<file path="src/rtl/pipecorr_backend.sv">
`timescale 1ns/1ps
module pipecorr_backend #(
  parameter int STAGES = 10
) (
  input  logic                  clk,
  input  logic                  rst,
  input  logic                  rise_ph,
  input  logic                  pd,
  input  logic                  oe_n,
  input  logic [2*STAGES-1:0]   dec,
  output logic [STAGES-1:0]     dout,
  output logic                  dout_en,
  output logic                  out_valid,
  output logic                  dec_err
);
  localparam int OUT_W = STAGES;
  localparam int SW    = STAGES + 2;
  localparam int FLUSH = STAGES / 2 + 1;
  localparam int CW    = $clog2(FLUSH + 1);
  localparam logic signed [SW-1:0] MID  = SW'(1) << (STAGES - 1);
  localparam logic signed [SW-1:0] MAXC = (SW'(1) << OUT_W) - SW'(1);

  logic [1:0]            al [STAGES];
  logic signed [SW-1:0]  acc;
  logic                  illegal;
  logic [OUT_W-1:0]      code;
  logic [OUT_W-1:0]      word_q;
  logic                  err_q;
  logic [CW-1:0]         cnt_q;

  for (genvar g = 0; g < STAGES; g++) begin : g_skew
    localparam int D = STAGES - 1 - g;
    if (D == 0) begin : g_direct
      assign al[g] = dec[2*g +: 2];
    end else begin : g_chain
      logic [1:0] sh [D];
      always_ff @(posedge clk) begin
        if (rst) begin
          for (int j = 0; j < D; j++) sh[j] <= 2'b00;
        end else begin
          sh[0] <= dec[2*g +: 2];
          for (int j = 1; j < D; j++) sh[j] <= sh[j-1];
        end
      end
      assign al[g] = sh[D-1];
    end
  end

  always_comb begin
    acc     = MID;
    illegal = 1'b0;
    for (int i = 0; i < STAGES; i++) begin
      case (al[i])
        2'b00:   acc = acc - (MID >>> i);
        2'b10:   acc = acc + (MID >>> i);
        2'b11:   illegal = 1'b1;
        default: ;
      endcase
    end
    if (acc < 0)         code = '0;
    else if (acc > MAXC) code = '1;
    else                 code = acc[OUT_W-1:0];
  end

  always_ff @(posedge clk) begin
    if (rst) begin
      word_q <= '0;
      err_q  <= 1'b0;
    end else if (rise_ph && !pd) begin
      word_q <= code;
      err_q  <= illegal;
    end
  end

  always_ff @(posedge clk) begin
    if (rst || pd)                         cnt_q <= '0;
    else if (rise_ph && cnt_q != CW'(FLUSH)) cnt_q <= cnt_q + CW'(1);
  end

  assign out_valid = (cnt_q == CW'(FLUSH));
  assign dout_en   = !oe_n;
  assign dout      = oe_n ? '0 : word_q;
  assign dec_err   = err_q;
endmodule


</file>
<file path="config.mk">
export PLATFORM = sky130hd
export DESIGN_NAME = pipecorr_backend
export DESIGN_NICKNAME = d
export VERILOG_FILES = /design/src/rtl/pipecorr_backend.sv
export SDC_FILE = /design/constraint.sdc
export NUM_CORES = 1
export LEC_CHECK = 0
export BUFFER_PORTS_ARGS = -buffer_cell sky130_fd_sc_hd__buf_2
export CAP_MARGIN = 20
export CORE_MARGIN = 8
export CORE_UTILIZATION = 35
export DETAILED_ROUTE_END_ITERATION = 10
export SLEW_MARGIN = 20
export SYNTH_ARGS = -nofsm -noshare
export SYNTH_HDL_FRONTEND = slang
export SYNTH_SLANG_ARGS = --single-unit
</file>
<file path="constraint.sdc">
create_clock -name clk -period 25.4 [get_ports clk]
set_clock_uncertainty 0.05 [all_clocks]
set_input_delay 6.35 -clock clk [delete_from_list [all_inputs] [get_ports clk]]
set_output_delay 6.35 -clock clk [all_outputs]
set_load 0.01 [all_outputs]
</file>
==> flow_summary.yaml <==
detailed_routing:
  vias: 4480
  via_per_inst: 4.812
  wl_per_cell_um: 12.56
  drc: 0
  final_antenna_net_count: 0
  finalWirelength_um: 11690
  drt_pass1_iterations: 4
  drt_iter0_markers: 189
floorplan:
  ios: 38
  fp.dieH_um: 148.9
  initial_core_util_pct: 35.72
  rows: 48
  die_x_um: 148.9
  die_area_um2: 22160
  core_um2: 17300
sta:
  tns_ps: 0
  finalCritPeriodShare_pct: 51.92
  setup_viol: 0
  worst_pin_slew_ps: 931.3
  max_freq_mhz: 75.83
  period_minus_slack_ps: 13190
  slew_headroom_pct: 37.91
  finalHoldViolations: 0
  rsz0062_at_grt: "no"
  worst_slack_ps: 12210
  slew_violations: 0
  whs_ps: 379.5
placed_design:
  io_buffer_count: 37
  dpl.cell_count: 915
  hpwl_um: 8604
  place_ws_ps: 12200
  gp_congestion: 0.8128
synthesis:
  synth_top_area_share_pct: 33.70
  synth_edf_count: 0
  ys.flop_type: "dfxtp_1"
  ys_seq_elements: 104
  syn_nets: 767
  async_flop_share_pct: 0
  netlist_area_um2: 6178
  ys_types: 62
  synth_commonest_cells: "109 x nor2b_1, 104 x dfxtp_1, 56 x ha_1, 40 x nand2_1, 37 x nor2_1"
  synth_top_area_cell: "dfxtp_1"
  synth_area_per_cell_um2: 9.126
  synth_most_common_cell: "nor2b_1"
  synth_area_leaders: "dfxtp_1 34%, ha_1 11%, nor2b_1 11%"
  yosysSeqAreaShare_pct: 33.70
  synthCells: 677
  yosysWarnings: 0
global_route:
  grt_max_degree: 98
  overflow: 0
  grt_pass1_wl_um: 19760
  antenna_found_initial: 0
  grt_pass1_vias: 4128
  grt.total_usage_pct: 10.80
clocking:
  cts_hold_buf: 0
  htree_levels: 3
  clk_pin_slew_ps: 80
  post_cts_resize_count: 0
  root_buffer: "clkbuf_16"
  numCtsBuffers: 9
  clock_latency_ps: 340
  clk_path_buf_depth: 2
  postCtsSetupRepairBufs: 0
  tritoncts: "yes"
  clock-sinks: 104
power:
  power_per_cell_area_nw_per_um2: 96.63
  ir_worst_vdd_v: 0.00008097
  leakage_nw: 2.821
  p_total_w: 0.0006619
worst_setup_path:
  crit_buf_inv: 2
  r2r_end: "word_q[1]"
  required_ps: 19000
  start_kind: "input pin"
  crit_type: "input pin to output port"
  cpMostUsedCell: "buf_2"
  critPathTopFamily: "buffers and inverters"
  cp-end-kind: "output port"
  reg2reg_from: "g_skew[1].g_chain.sh[1][6]"
  r2r_setup_slack_ps: 16590
  cpPeakStageDelay_ps: 170
  cp_slowest_cell: "buf_2"
  path_cells: "buf_2, nor2b_1, buf_2"
  reg2reg_depth: 35
  cp.arrival_ps: 6790
  worstPathMaxFanout: 11
status:
  status: "finished, final reports clean"
cells_and_area:
  area_delta_synth_final_pct: 10.87
  num_antenna_cells: 0
  layout-drive-gt1-share_pct: 13.03
  regArea_um2: 2082
  multi_input_area_um2: 3841
  nFillCells: 1741
  fin_cells: 931
  nets: 791
worst_hold_path:
  min-delay-start: "g_skew[1].g_chain.sh[1][0]"
  hold_depth: 1
  whs_endpoint: "g_skew[1].g_chain.sh[1][2]"
  hold_class: "flop to flop"
run:
  maxCapViolations: 0
[worst max path at each step]
| stage | startpoint | to | slack, ps | depth (start not counted) |
|---|---|---|---|---|
| after floorplan | oe_n | dout[0] | 12270 | 2 |
| after global placement | oe_n | dout[2] | 12230 | 3 |
| after detailed placement | oe_n | dout[4] | 12200 | 3 |
| after CTS | oe_n | dout[9] | 12190 | 3 |
| after global routing | oe_n | dout[9] | 12160 | 3 |
| final | oe_n | dout[9] | 12210 | 3 |
[per-stage QoR]
stage / area (µm²) / util [%]
after floorplan: 6178 / -
after global placement: 6550 / 37.87
after detailed placement: 6550 / 37.87
after CTS: 6850 / 39.61
after global routing: 6850 / 39.61
final: 6850 / 39.61
[state kept, by name, indices dropped and copies added (netlist names)]
register / flops
word_q: 10
cnt_q: 3
g_skew.g_chain.sh: 90
dec_err: 1
[power by group]
part           internal (W)  switching, W
Combinational      0.000153      0.000196
Sequential         0.000173    0.00000455
Clock             0.0000714     0.0000634
[logic make-up (layout without fill, tap and decap cells)]
kind of cell / after synthesis / count (layout) / synth area share, %
AND/OR/NAND/NOR: 243 / 243 / 21.30
AO/OA/AOI/OAI: 133 / 133 / 15.57
flip-flops: 104 / 104 / 33.70
adder cells (fa/ha/maj): 65 / 65 / 14.26
buffers and inverters: 65 / 94 / 4.131
XOR/XNOR: 42 / 42 / 6.642
multiplexers: 25 / 25 / 4.394
[cell usage in the layout, fill, tap and decap left out, drive strengths merged, types with 3 or more instances in the layout]
cell     instances
o31ai           12
nor3             8
xnor2           24
nand2b          11
inv             38
o2111ai          5
nand3           15
o21a             5
o21bai           7
a311oi           4
o22ai            7
xnor3            3
clkinv           7
mux2            17
a21oi           31
nor4             3
or2              4
a211oi           7
a21o             6
mux2i            8
a2111oi          3
dfxtp          104
ha              56
nor2b          110
xor2            15
a31oi            5
fa               9
clkbuf          10
o21ai           18
nand2           40
and3             3
buf             38
nor2            37
o211ai           7
and2             3
[routing by layer]
metal | up-vias | global-route usage (%) | wire length (µm)
met3 | 11 | 2.518 | 342
met1 | 2026 | 14.88 | 6135
met5 | - | 0 | 0
met2 | 57 | 16.59 | 5079
li1 | 2386 | - | -
met4 | 0 | 2.877 | 135
[layout make-up]
cell class | count | share of cell area (%)
Multi-Input combinational cell | 508 | 56.07
Sequential cell | 104 | 30.39
Tap cell | 225 | 4.110
Clock buffer | 10 | 3.489
Timing Repair Buffer | 38 | 2.849
Inverter | 40 | 2.192
Clock inverter | 6 | 0.8950
(Power assumes the default switching activity.)
